==> src/rtl/mhf_pkg.sv <==
package mhf_pkg;

   typedef enum logic [1:0] {
      TBL_LOAD = 2'b00,
      TBL_SET  = 2'b01,
      TBL_CLR  = 2'b10,
      TBL_NOP  = 2'b11
   } tbl_op_e;

endpackage

==> src/rtl/mhf_crc_seq.sv <==
module mhf_crc_seq #(
   parameter int ADDR_BYTES = 6,
   parameter int CRC_W      = 32,
   parameter logic [CRC_W-1:0] POLY = 32'h04C11DB7,
   parameter int IDX_W      = 8
) (
   input  logic                    clk,
   input  logic                    rst_n,
   input  logic                    start,
   input  logic [ADDR_BYTES*8-1:0] addr,
   output logic                    accept,
   output logic                    busy,
   output logic                    idx_valid,
   output logic [IDX_W-1:0]        idx,
   output logic                    group
);

   localparam int ADDR_W = ADDR_BYTES * 8;
   localparam int CNT_W  = $clog2(ADDR_BYTES + 1);
   localparam logic [CNT_W-1:0] LAST = CNT_W'(ADDR_BYTES);

   logic [CRC_W-1:0]  crc_q, crc_nxt;
   logic [ADDR_W-1:0] sh_q;
   logic [CNT_W-1:0]  cnt_q;
   logic              busy_q, grp_q;
   logic [7:0]        cur_byte;

   function automatic logic [CRC_W-1:0] crc_step(input logic [CRC_W-1:0] c_in,
                                                 input logic [7:0] d);
      logic [CRC_W-1:0] c;
      logic             fb;
      c = c_in;
      for (int i = 0; i < 8; i++) begin
         fb = c[CRC_W-1] ^ d[i];
         c  = {c[CRC_W-2:0], 1'b0} ^ (fb ? POLY : '0);
      end
      return c;
   endfunction

   assign accept   = start && !busy_q;
   assign cur_byte = accept ? addr[ADDR_W-1 -: 8] : sh_q[ADDR_W-1 -: 8];
   assign crc_nxt  = crc_step(accept ? '1 : crc_q, cur_byte);

   always_ff @(posedge clk or negedge rst_n) begin
      if (!rst_n) begin
         busy_q <= 1'b0;
         cnt_q  <= '0;
         crc_q  <= '0;
         sh_q   <= '0;
         grp_q  <= 1'b0;
      end else if (accept) begin
         busy_q <= 1'b1;
         cnt_q  <= CNT_W'(1);
         crc_q  <= crc_nxt;
         sh_q   <= addr << 8;
         grp_q  <= addr[ADDR_W-8];
      end else if (busy_q) begin
         if (cnt_q == LAST) begin
            busy_q <= 1'b0;
            cnt_q  <= '0;
         end else begin
            crc_q <= crc_nxt;
            sh_q  <= sh_q << 8;
            cnt_q <= cnt_q + CNT_W'(1);
         end
      end
   end

   assign busy      = busy_q;
   assign idx_valid = busy_q && (cnt_q == LAST);
   assign idx       = crc_q[CRC_W-1 -: IDX_W];
   assign group     = grp_q;

   assert_cnt_bound_R6: assert property (@(posedge clk) disable iff (!rst_n)
      cnt_q <= LAST);

   assert_busy_holds_addr_R7: assert property (@(posedge clk) disable iff (!rst_n)
      (start && busy_q) |=> $stable(grp_q));

endmodule

==> src/rtl/mhf_hash_table.sv <==
module mhf_hash_table
   import mhf_pkg::*;
#(
   parameter int NUM_REGS  = 8,
   parameter int REG_W     = 32,
   parameter bit MSB_FIRST = 1'b1
) (
   input  logic                           clk,
   input  logic                           rst_n,
   input  logic                           wr_en,
   input  logic [1:0]                     wr_op,
   input  logic [$clog2(NUM_REGS)-1:0]    wr_sel,
   input  logic [REG_W-1:0]               wr_data,
   input  logic                           rd_en,
   input  logic [$clog2(NUM_REGS*REG_W)-1:0] rd_idx,
   input  logic                           rd_gate,
   output logic                           done,
   output logic                           match
);

   localparam int SEL_W = $clog2(NUM_REGS);
   localparam int BIT_W = $clog2(REG_W);
   localparam int IDX_W = SEL_W + BIT_W;

   logic [REG_W-1:0] regs [NUM_REGS];
   logic [SEL_W-1:0] rd_sel;
   logic [BIT_W-1:0] rd_low, rd_pos;
   logic [REG_W-1:0] rd_word;
   logic             done_q, match_q;

   always_ff @(posedge clk or negedge rst_n) begin
      if (!rst_n) begin
         for (int g = 0; g < NUM_REGS; g++) regs[g] <= '0;
      end else if (wr_en) begin
         for (int g = 0; g < NUM_REGS; g++) begin
            if (wr_sel == SEL_W'(g)) begin
               case (tbl_op_e'(wr_op))
                  TBL_LOAD: regs[g] <= wr_data;
                  TBL_SET:  regs[g] <= regs[g] | wr_data;
                  TBL_CLR:  regs[g] <= regs[g] & ~wr_data;
                  default:  regs[g] <= regs[g];
               endcase
            end
         end
      end
   end

   assign rd_sel  = rd_idx[IDX_W-1 -: SEL_W];
   assign rd_low  = rd_idx[BIT_W-1:0];
   assign rd_word = regs[rd_sel];

   generate
      if (MSB_FIRST) begin : g_msb_first
         assign rd_pos = BIT_W'(REG_W - 1) - rd_low;
      end else begin : g_lsb_first
         assign rd_pos = rd_low;
      end
   endgenerate

   always_ff @(posedge clk or negedge rst_n) begin
      if (!rst_n) begin
         done_q  <= 1'b0;
         match_q <= 1'b0;
      end else begin
         done_q  <= rd_en;
         match_q <= rd_en && rd_gate && rd_word[rd_pos];
      end
   end

   assign done  = done_q;
   assign match = match_q;

   assert_load_lands_R4: assert property (@(posedge clk) disable iff (!rst_n)
      (wr_en && wr_op == 2'b00) |=> regs[$past(wr_sel)] == $past(wr_data));

   assert_set_lands_R4: assert property (@(posedge clk) disable iff (!rst_n)
      (wr_en && wr_op == 2'b01) |=>
         (regs[$past(wr_sel)] & $past(wr_data)) == $past(wr_data));

   assert_clear_lands_R4: assert property (@(posedge clk) disable iff (!rst_n)
      (wr_en && wr_op == 2'b10) |=> (regs[$past(wr_sel)] & $past(wr_data)) == '0);

   assert_nop_keeps_R4: assert property (@(posedge clk) disable iff (!rst_n)
      (wr_en && wr_op == 2'b11) |=> $stable(regs[$past(wr_sel)]));

   assert_reset_empty_R3: assert property (@(posedge clk)
      $rose(rst_n) |-> (regs[0] == '0 && regs[NUM_REGS-1] == '0));

endmodule

==> src/rtl/mhf_group_filter.sv <==
module mhf_group_filter #(
   parameter int ADDR_BYTES = 6,
   parameter int NUM_REGS   = 8,
   parameter int REG_W      = 32,
   parameter int CRC_W      = 32,
   parameter logic [CRC_W-1:0] POLY = 32'h04C11DB7,
   parameter bit MSB_FIRST  = 1'b1
) (
   input  logic                          clk,
   input  logic                          rst_n,
   input  logic                          tbl_wr_en,
   input  logic [1:0]                    tbl_wr_op,
   input  logic [$clog2(NUM_REGS)-1:0]   tbl_wr_sel,
   input  logic [REG_W-1:0]              tbl_wr_data,
   input  logic                          da_valid,
   input  logic [ADDR_BYTES*8-1:0]       da_addr,
   output logic                          hit,
   output logic                          hit_done
);

   localparam int IDX_W   = $clog2(NUM_REGS * REG_W);
   localparam int LATENCY = ADDR_BYTES + 1;

   generate
      if (NUM_REGS < 2 || (NUM_REGS & (NUM_REGS - 1)) != 0) begin : g_bad_regs
         $error("NUM_REGS must be a power of two of at least 2");
      end
      if (REG_W < 2 || (REG_W & (REG_W - 1)) != 0) begin : g_bad_width
         $error("REG_W must be a power of two of at least 2");
      end
      if (IDX_W > CRC_W) begin : g_bad_idx
         $error("table index wider than the CRC");
      end
      if (ADDR_BYTES < 1) begin : g_bad_addr
         $error("ADDR_BYTES must be at least 1");
      end
   endgenerate

   logic             accept_w, busy_w, idx_valid_w, group_w;
   logic [IDX_W-1:0] idx_w;

   mhf_crc_seq #(
      .ADDR_BYTES(ADDR_BYTES),
      .CRC_W     (CRC_W),
      .POLY      (POLY),
      .IDX_W     (IDX_W)
   ) i_crc_seq (
      .clk      (clk),
      .rst_n    (rst_n),
      .start    (da_valid),
      .addr     (da_addr),
      .accept   (accept_w),
      .busy     (busy_w),
      .idx_valid(idx_valid_w),
      .idx      (idx_w),
      .group    (group_w)
   );

   mhf_hash_table #(
      .NUM_REGS (NUM_REGS),
      .REG_W    (REG_W),
      .MSB_FIRST(MSB_FIRST)
   ) i_hash_table (
      .clk    (clk),
      .rst_n  (rst_n),
      .wr_en  (tbl_wr_en),
      .wr_op  (tbl_wr_op),
      .wr_sel (tbl_wr_sel),
      .wr_data(tbl_wr_data),
      .rd_en  (idx_valid_w),
      .rd_idx (idx_w),
      .rd_gate(group_w),
      .done   (hit_done),
      .match  (hit)
   );

   assert_hit_with_done_R6: assert property (@(posedge clk) disable iff (!rst_n)
      hit |-> hit_done);

   assert_done_one_cycle_R6: assert property (@(posedge clk) disable iff (!rst_n)
      hit_done |=> !hit_done);

   assert_done_latency_R6: assert property (@(posedge clk) disable iff (!rst_n)
      hit_done |-> $past(accept_w, LATENCY));

   assert_unicast_no_hit_R5: assert property (@(posedge clk) disable iff (!rst_n)
      $past(accept_w && !da_addr[ADDR_BYTES*8-8], LATENCY) |-> !hit);

   assert_done_after_busy_R6: assert property (@(posedge clk) disable iff (!rst_n)
      hit_done |-> !busy_w || $past(busy_w));

endmodule

==> config.mk <==
export PLATFORM = sky130hd
export DESIGN_NAME = mhf_group_filter
export DESIGN_NICKNAME = d
export VERILOG_FILES = /design/src/rtl/mhf_pkg.sv /design/src/rtl/mhf_crc_seq.sv /design/src/rtl/mhf_hash_table.sv /design/src/rtl/mhf_group_filter.sv
export SDC_FILE = /design/constraint.sdc
export NUM_CORES = 1
export LEC_CHECK = 0
export BUFFER_PORTS_ARGS = -buffer_cell sky130_fd_sc_hd__clkbuf_2
export CORE_UTILIZATION = 55
export DETAILED_ROUTE_END_ITERATION = 10
export MAX_ROUTING_LAYER = met4
export PLACE_DENSITY_LB_ADDON = 0.2
export SLEW_MARGIN = 25
export SYNTH_ARGS = -nofsm -noshare
export SYNTH_HDL_FRONTEND = slang
export SYNTH_SLANG_ARGS = --single-unit
==> constraint.sdc <==
create_clock -name clk -period 3.1 [get_ports clk]
set_input_delay 0.62 -clock clk [delete_from_list [all_inputs] [get_ports clk]]
set_output_delay 0.62 -clock clk [all_outputs]
set_load 0.05 [all_outputs]
### Word-level counts from Yosys, hierarchy flattened

Cells that the tools add are included.

| word-level totals | value |
|---|---|
| logic and storage cells | 117 |
| input port bits | 89 |
| output and inout port bits | 2 |
| bits in registers | 343 |

| cells by class | value |
|---|---|
| reductions and logical operators | 18 |
| add/subtract/negate cells | 2 |
| equal/unequal tests | 11 |
| order comparisons | 2 |
| bitwise operators | 34 |
| mux-type cells | 35 |

Operators with widths:

| kind | count |
|---|---|
| 32-bit case mux with 3 select lines | 8 |
| 32-bit AND | 8 |
| 32-bit OR | 8 |
| 32-bit bitwise XOR | 8 |
| 27-bit 2-to-1 mux | 8 |
| 32-bit 2-to-1 mux | 6 |
| 48-bit 2-to-1 mux | 3 |
| 32-bit binary-select mux with 3-bit select | 1 |
| 32-bit NOT | 1 |
| 3-bit AND reduction | 8 |
| 3-bit equality test (second input constant) | 5 |
| 3-bit 2-to-1 mux | 3 |
| 8-bit 2-to-1 mux | 1 |
| 1-bit bitwise XOR | 8 |
| 3-bit by 2-bit equality test with 1-bit output (second input constant) | 2 |
| 5-bit by 6-bit < comparator with 1-bit output (second input constant) | 1 |
| 1-bit binary-select mux with 5-bit select | 1 |
| 5-bit subtractor (first input constant) | 1 |
| 4-bit greater-or-equal comparator (second input constant) | 1 |
| 1-bit logical AND | 4 |
| 1-bit 2-to-1 mux | 4 |
| 3-bit NOT with 4-bit output | 1 |
| 3-bit by 1-bit adder with 3-bit output (second input constant) | 1 |
| 3-bit by 1-bit equality test with 1-bit output (second input constant) | 1 |
| 9 further kinds | 9 |

### Logic depth before layout (Yosys ltp)

Gate-level depths: netlist of the first run.

| depth | value |
|---|---|
| depth after elaboration | 30 |
| depth in mapped cells | 11 |
| depth with buffers taken out | 7 |

### Hierarchy

From an unflattened synthesis of the first run, not the netlist that was laid out.

| second synthesis, totals | value |
|---|---|
| cells, all modules | 1,623 |
| area, all modules | 16,676.0 sq um |

Modules (own cells, without submodules):

| module | cells an instance | times used | seq. area each (sq um) | area each (sq um) |
|---|---|---|---|---|
| mhf_hash_table | 1,211 | 1 | 6,456.2 | 12,448.2 |
| mhf_crc_seq | 412 | 1 | 1,926.8 | 4,227.8 |

### Least setup slack after synthesis of the first run

Ideal clock, no wire load.

| timing | value |
|---|---|
| path kind | input to register |
| start point | input port tbl_wr_op[0] |
| end point | register i_hash_table.regs[246] (netlist bit) |
| library setup time | 0.078 ns |
| arrival time | 2.429 ns |
| slack | 0.594 ns |
| buffers on the path | 2 |
| required time | 3.022 ns |
| stages on the path | 7 |
| path through | ha_1 > or3b_2 > clkbuf_1 > nor3_1 > clkbuf_1 > a21oi_1 > a21oi_1 |

| on the way | value |
|---|---|
| longest elaborated chain between the ends | 3 |
| elaborated cells between the ends (all ways) | 6 |
| classes of those cells | eq/ne: 2; mux: 1; reduce/logical: 3 |

Ends and longest elaborated chain:

| what | line | text |
|---|---|---|
| start: declaration | mhf_group_filter.sv:12 | `input logic [1:0] tbl_wr_op,` |
| 2-bit by 1-bit equality test with 1-bit output (tied with other cells) | mhf_hash_table.sv:37 | `case (tbl_op_e'(wr_op))` |
| 3-bit nonzero test (no line) | - |  |
| 3-bit AND reduction (no line) | - |  |
| end signal: indexed assignment | mhf_hash_table.sv:38 | `TBL_LOAD: regs[g] <= wr_data;` |
| end signal: indexed assignment | mhf_hash_table.sv:39 | `TBL_SET: regs[g] <= regs[g] \| wr_data;` |
| end signal: indexed assignment | mhf_hash_table.sv:40 | `TBL_CLR: regs[g] <= regs[g] & ~wr_data;` |
| end: declaration | mhf_hash_table.sv:25 | `logic [REG_W-1:0] regs [NUM_REGS];` |

Parallel ways exist; a longest one is shown, timed or not.
A chain may end at the register's enable or synchronous reset.

### Worst setup path after layout of the first run

| timing | value |
|---|---|
| start point | register i_crc_seq.crc_q[30] |
| end point | register i_crc_seq.crc_q[11] |

| on the way | value |
|---|---|
| longest elaborated chain between the ends | 16 |

Ends and longest elaborated chain:

| what | line | text |
|---|---|---|
| start: declaration | mhf_crc_seq.sv:22 | `logic [CRC_W-1:0] crc_q, crc_nxt;` |
| start signal: assignment | mhf_crc_seq.sv:54 | `crc_q <= crc_nxt;` |
| start signal: assignment | mhf_crc_seq.sv:62 | `crc_q <= crc_nxt;` |
| 32-bit 2-to-1 mux * | mhf_crc_seq.sv:42 | `assign crc_nxt = crc_step(accept ? '1 : crc_q, cur_byte);` |
| 32-bit bitwise XOR * | mhf_crc_seq.sv:35 | `c = {c[CRC_W-2:0], 1'b0} ^ (fb ? POLY : '0);` |
| 1-bit bitwise XOR * | mhf_crc_seq.sv:34 | `fb = c[CRC_W-1] ^ d[i];` |
| 27-bit 2-to-1 mux * | mhf_crc_seq.sv:35 |  |
| 32-bit bitwise XOR * (6 in series) | mhf_crc_seq.sv:35 |  |
| 1-bit bitwise XOR | mhf_crc_seq.sv:34 |  |
| 27-bit 2-to-1 mux | mhf_crc_seq.sv:35 |  |
| 32-bit bitwise XOR * | mhf_crc_seq.sv:35 |  |
| 32-bit 2-to-1 mux | mhf_crc_seq.sv:58 | `if (cnt_q == LAST) begin` |
| 32-bit 2-to-1 mux | mhf_crc_seq.sv:57 | `end else if (busy_q) begin` |
| 32-bit 2-to-1 mux * | mhf_crc_seq.sv:51 | `end else if (accept) begin` |

Mark *: on every way between the ends. The rest lies on a longest branch, timed or not. The select of a mux whose other input is x is not followed.

==> flow_summary_export.csv, run 1 <==
group,metric,value,unit
critical_path,cpMostUsedCell,"xnor2_2",
critical_path,reg2reg_slack,0.44,ns
drt,antenna_left,0,
floorplanning,io-pin-count,91,
critical_path,slowest_delay,0.66,ns
yosys,synth-main-ff-cell,"dfrtp_1",
pwr,internal-power,13.1,mW
drt,vias,13000,
pwr,max-vdd-ir-drop,914,uV
global_route,grt_first_pass_wirelength,71000,um
clocking,cts_sinks,335,
yosys,synth_mux_area_share,9.89,%
floorplanning,start_util,56.6,%
global_route,antenna_found_initial,2,
drt,viasPerCell,6.30,
drt,route.detailed.drc,0,
drt,drt_first_iter_violations,1312,
yosys,yosysMostFrequentCell,"a21oi_1",
drt,dr.pass1.iters,5,
pwr,switching_share,38.6,%
floorplanning,die-area,30500,sq um
hold_path,hold_path.class,"in2async",
global_route,grt_pass1_vias,13000,
pwr,p_per_area,1150,nW/um^2
place,place.gp.congestion,0.950,
place,dpl-instance-area,17400,sq um
global_route,grt_usage,30.3,%
pwr,pwr-share-seq,32.8,%
cells_and_area,regArea,8390,sq um
floorplanning,die_h,175,um
yosys,synthXorXnorAreaFrac,4.32,%
floorplanning,fp-row-count,62,
yosys,synth_cell_type_count,50,
critical_path,timing.rr.start,"i_crc_seq.crc_q[30]",
place,dp_hpwl,26600,um
timing,final_hold_viol_count,0,
clocking,cts_inserted_buffers,36,
global_route,grt-ovfl-total,0,
yosys,yosys.area.top_type_share,51.1,%
yosys,yosysSeqAreaShare,51.1,%
timing,setup-tns-final,0,ns
yosys,syn-instance-count,1628,
run,drv_cap,0,
critical_path,end_kind,"flop",
pwr,clkPwrFrac,20.3,%
yosys,synth_compound_gate_area_share,24.4,%
cells_and_area,multiInputGateArea,7350,sq um
clocking,cts-root-buf,"clkbuf_16",
drt,routed_wirelength,43300,um
yosys,synth-async-reset-ratio,100,%
place,io_buffer_count,90,
yosys,yosys_warnings,0,
clocking,postCtsSetupRepairBufs,0,
timing,fin_crit,2.66,ns
global_route,grt_max_degree,80,
yosys,yosys.area.top_type,"dfrtp_1",
timing,max-slew-margin-rel,50.1,%
timing,grt_setup_unrepaired,"false",
critical_path,cp-start-kind,"flop",
critical_path,crit_path_max_fanout,23,
timing,max_slew.worst_pin.slew,0.747,ns
critical_path,reg2reg_depth,7,
timing,setup_viol,0,
cells_and_area,nets,1745,
cells_and_area,nFillCells,2351,
timing,fin_crit_sh,86.0,%
critical_path,cp_cell_sequence,"xnor2_4 > a21boi_4 > xor3_2 > xnor2_2 > xnor2_2 > xor2_1 > o211ai_1",
yosys,synth-adder-area-share,0.229,%
yosys,synthSimpleGateAreaFrac,5.51,%
drt,wire_per_inst,21.0,um
clocking,htreeDepth,2,
yosys,syn_area,16400,sq um
clocking,post_cts_resized,0,
critical_path,slowest_stage,"dfrtp_4",
clocking,clock_latency,0.52,ns
yosys,ys_ff_latch,335,
yosys,syn_nets,1720,
pwr,p_switching,8.23,mW
timing,slew_viol_final,0,
floorplanning,core,29000,sq um
yosys,synth_top_family_by_area,"compound AO/OA/AOI/OAI gates",
yosys,synth_area_leaders,"dfrtp_1 51%, a21oi_1 17%, mux4_2 8.1%",
critical_path,rr_endpoint,"i_crc_seq.crc_q[11]",
yosys,synth_edf_count,0,
cells_and_area,layout-drive-gt1-share,17.2,%
clocking,clk_pin_slew,0.06,ns
pwr,p_leak,8.09,nW
floorplanning,die_w,175,um
yosys,syn_avg_cell_area,10.1,sq um
clocking,cts_max_path_buffers,3,
critical_path,cp.arrival,3.03,ns
critical_path,critPathKind,"reg2reg",
timing,max_freq,375,MHz
status,status,"completed",
clocking,hold_buffers,0,
clocking,cts_tree,"yes",
pwr,combPwrFrac,46.9,%
yosys,synthTopCellsByCount,"542 x a21oi_1, 335 x dfrtp_1, 133 x clkbuf_1",
critical_path,crit_required,3.46,ns
cells_and_area,final_cell_area,18600,sq um
timing,skew,0.0174,ns
cells_and_area,area_delta_synth_final,13.1,%
==> layout make-up <==
cell class | instances | share of cell area, %
timing repair buffer | 138 | 5.37
sequential | 335 | 45.2
tap | 384 | 2.59
antenna | 2 | 0.0270
inverter | 38 | 0.769
multi-input combinational | 1104 | 39.6
clock buffer | 53 | 5.85
clock inverter | 10 | 0.600
==> how the worst max path moves through the flow <==
| stage | cells after the start | startpoint | to |
|---|---|---|---|
| CTS | 7 | i_crc_seq.crc_q[30] | i_crc_seq.crc_q[11] |
| detailed placement | 8 | da_valid | i_crc_seq.crc_q[11] |
| finish | 7 | i_crc_seq.crc_q[30] | i_crc_seq.crc_q[11] |
| floorplan | 7 | tbl_wr_op[0] | i_hash_table.regs[246] |
| global route | 9 | i_crc_seq.crc_q[29] | i_hash_table.match |
| global placement | 8 | da_valid | i_crc_seq.crc_q[11] |
==> cells in the final DEF, fill, tap and decap left out, drive strengths merged, types with 12 or more instances in the layout <==
master,n
a21oi,542
clkbuf,142
dfrtp,335
xnor2,37
mux4,59
xor2,32
mux2i,25
o21ai,28
o22ai,14
inv,40
a211oi,35
a22oi,12
buf,49
a21o,33
nor2,66
a31oi,39
nand2,118
==> flip-flops by register name, summed over array words and instances (netlist names) <==
| name | count |
|---|---|
| i_crc_seq.crc_q | 32 |
| i_hash_table.done | 1 |
| i_hash_table.match | 1 |
| i_crc_seq.group | 1 |
| i_hash_table.regs | 256 |
| i_crc_seq.busy | 1 |
| i_crc_seq.sh_q | 40 |
| i_crc_seq.cnt_q | 3 |
==> stage by stage <==
step	hold slack [ns]	std cells	setup slack [ns]	util [%]	power, mW
after floorplan	0.324	1628	0.594	-	14.5
after global placement	0.496	1999	0.459	59.8	16.7
after detailed placement	0.496	1999	0.386	59.8	16.9
after CTS	0.112	2062	0.417	64.0	21.4
after global routing	0.137	2064	0.238	64.0	22.7
final	0.0731	2064	0.435	64.0	21.3
==> power by group through the flow <==
| stage | clock, mW | combinational, mW | sequential, mW |
|---|---|---|---|
| finish | 4.32 | 10.0 | 7.01 |
| global placement | 0 | 9.67 | 7.01 |
| CTS | 4.39 | 9.98 | 6.99 |
| floorplan | 0 | 8.00 | 6.47 |
| detailed placement | 0 | 9.91 | 7.04 |
| global route | 4.56 | 11.0 | 7.17 |
==> routing by layer <==
| metal | track usage [%] | vias to the layer above | share of wire (%) |
|---|---|---|---|
| li1 | - | 5930 | - |
| met1 | 42.9 | 6418 | 43 |
| met2 | 46.0 | 563 | 47 |
| met3 | 3.98 | 85 | 7.8 |
| met4 | 8.84 | 0 | 2.4 |
| met5 | - | - | 0 |
==> cell families (layout without fill, tap and decap cells) <==
logic type | after synthesis | after routing
buffers and inverters | 189 | 239
adder cells (fa/ha/maj) | 3 | 3
XOR/XNOR | 70 | 70
AND/OR/NAND/NOR | 220 | 220
flip-flops | 335 | 335
multiplexers | 85 | 85
AO/OA/AOI/OAI | 726 | 726
other | 0 | 2
==> worst max-delay path, delay by kind of cell, from the launching register on <==
family,cells,cell delay (ns)
AOI/OAI and AO/OA,2,0.42
DFF,1,0.66
xor gates and xnor gates,5,1.42
No activity file was read; power rests on OpenSTA's default activity.
==> inputs of run 2 (changes only) <==
CORE_UTILIZATION = 50   (was 55)
==> flow_summary_export.csv, run 2 (same netlist as run 1, synthesis figures left out) <==
group,metric,value,unit
clocking,cts_max_path_buffers,3,
clocking,cts_sinks,335,
hold_path,hold_path.class,"in2async",
timing,final_hold_viol_count,0,
drt,routed_wirelength,43500,um
cells_and_area,fin_cells,2114,
cells_and_area,final_cell_area,18700,sq um
run,drv_cap,0,
drt,wire_per_inst,20.6,um
floorplanning,die_h,183,um
pwr,switching_share,38.3,%
pwr,max-vdd-ir-drop,1020,uV
critical_path,reg2reg_depth,7,
timing,fin_crit_sh,86.8,%
critical_path,cp.arrival,3.07,ns
pwr,finalPower,21.5,mW
place,place.gp.congestion,0.885,
floorplanning,start_util,51.3,%
timing,fin_crit,2.69,ns
floorplanning,die-area,33500,sq um
cells_and_area,regMostFlops,"i_hash_table.regs",
pwr,clkPwrFrac,21.0,%
critical_path,critPathKind,"reg2reg",
critical_path,slowest_delay,0.75,ns
clocking,cts-root-buf,"clkbuf_16",
cells_and_area,multiInputGateArea,7350,sq um
critical_path,slowest_stage,"dfrtp_4",
pwr,combPwrFrac,46.7,%
critical_path,cp_cell_sequence,"buf_4 > buf_4 > mux4_2 > o22ai_1 > a21oi_1 > o22ai_1 > o221ai_1",
drt,antenna_left,0,
clocking,post_cts_resized,0,
pwr,internal-power,13.2,mW
place,dpl-instance-area,17400,sq um
clocking,hold_buffers,0,
timing,setup_viol,0,
floorplanning,die_w,183,um
critical_path,rr_endpoint,"i_hash_table.match",
drt,viasPerCell,6.07,
pwr,p_leak,8.10,nW
cells_and_area,fin_util,58.4,%
clocking,postCtsSetupRepairBufs,0,
cells_and_area,mostFrequentLayoutCell,"a21oi_1",
critical_path,cp-start-kind,"flop",
place,dp_slack,0.367,ns
floorplanning,fp-row-count,65,
status,status,"completed",
drt,route.detailed.drc,0,
cells_and_area,area_delta_synth_final,13.8,%
cells_and_area,largest_reg_flops,256,
global_route,antenna_found_initial,1,
critical_path,timing.rr.start,"i_crc_seq.crc_q[29]",
timing,grt_setup_unrepaired,"false",
pwr,p_switching,8.21,mW
critical_path,reg2reg_slack,0.41,ns
timing,max_freq,372,MHz
critical_path,crit_path_max_fanout,22,
timing,max_slew.worst_pin.slew,0.985,ns
place,dpl.cell_count,2046,
critical_path,end_kind,"flop",
pwr,pwr-share-seq,32.3,%
floorplanning,io-pin-count,91,
global_route,grt-ovfl-total,0,
cells_and_area,layout_common_cells,"542 x a21oi_1, 333 x dfrtp_1, 118 x nand2_1",
drt,vias,12800,
timing,max-slew-margin-rel,34.1,%
cells_and_area,layout-drive-gt1-share,16.7,%
timing,setup-tns-final,0,ns
clocking,clk_pin_slew,0.06,ns
place,io_buffer_count,90,
drt,drt_first_iter_violations,1170,
place,dp_hpwl,26500,um
clocking,htreeDepth,2,
pwr,p_per_area,1150,nW/um^2
cells_and_area,regArea,8390,sq um
timing,skew,0.00993,ns
clocking,cts_inserted_buffers,38,
global_route,grt_first_pass_wirelength,70300,um
cells_and_area,reg_top3,"i_hash_table.regs (256), i_crc_seq.sh_q (40), i_crc_seq.crc_q (32)",
timing,hold_slack,0.112,ns
global_route,grt_max_degree,94,
cells_and_area,nFillCells,2673,
timing,slew_viol_final,0,
drt,dr.pass1.iters,5,
clocking,clock_latency,0.52,ns
timing,setup_ws,0.410,ns
global_route,grt_usage,27.6,%
clocking,cts_tree,"yes",
global_route,grt_pass1_vias,12600,
floorplanning,core,32000,sq um
critical_path,crit_required,3.48,ns
cells_and_area,nets,1743,
==> run 2: cell count changes in the layout (fill, tap and decap cells not counted), sizes merged <==
cell	change
clkbuf	+11
clkinv	-5
buf	-4
inv	-2
bufinv	-1
clkinvlp	+1
diode	-1
==> run 2: worst max-delay path by stage <==
stage	startpoint	to	slack (ns)	cells past startpoint
detailed placement	da_valid	i_crc_seq.crc_q[8]	0.37	8
finish	i_crc_seq.crc_q[29]	i_hash_table.match	0.41	7
global placement	i_crc_seq.crc_q[29]	i_hash_table.match	0.46	7
floorplan	tbl_wr_op[0]	i_hash_table.regs[246]	0.59	7
CTS	i_crc_seq.crc_q[29]	i_hash_table.match	0.38	7
global route	i_crc_seq.crc_q[29]	i_hash_table.match	0.26	7
==> run 2: power by group through the flow <==
| stage | logic, mW | clock network [mW] | registers [mW] |
|---|---|---|---|
| final | 10.0 | 4.50 | 6.94 |
| after global routing | 11.0 | 4.76 | 7.11 |
| after CTS | 10.0 | 4.56 | 6.93 |
| after detailed placement | 9.95 | 0 | 6.98 |
| after global placement | 9.76 | 0 | 6.95 |
| after floorplan | 8.00 | 0 | 6.47 |
==> run 2: layer usage <==
metal / GRT usage, % / vias up / share of wire [%]
met1: 38.9 / 6435 / 45
li1: - / 5929 / -
met2: 42.0 / 405 / 47
met3: 4.13 / 63 / 5.8
met4: 7.23 / 0 / 1.8
met5: - / - / 0
==> run 2: worst max-delay path, delay by kind of cell (launching register included) <==
family	cells	cell delay [ns]
multiplexers	1	0.54
buffers and inverters	2	0.58
AO/OA/AOI/OAI	4	0.67
flip-flops	1	0.75
==> run 2: final cells by class <==
cell class	instances	share of cell area, %
tap	435	2.91
clock inverter	3	0.228
inverter	38	0.764
antenna	1	0.0134
multi-input combinational	1104	39.4
clock buffer	64	6.49
timing repair buffer	134	5.31
sequential	335	44.9
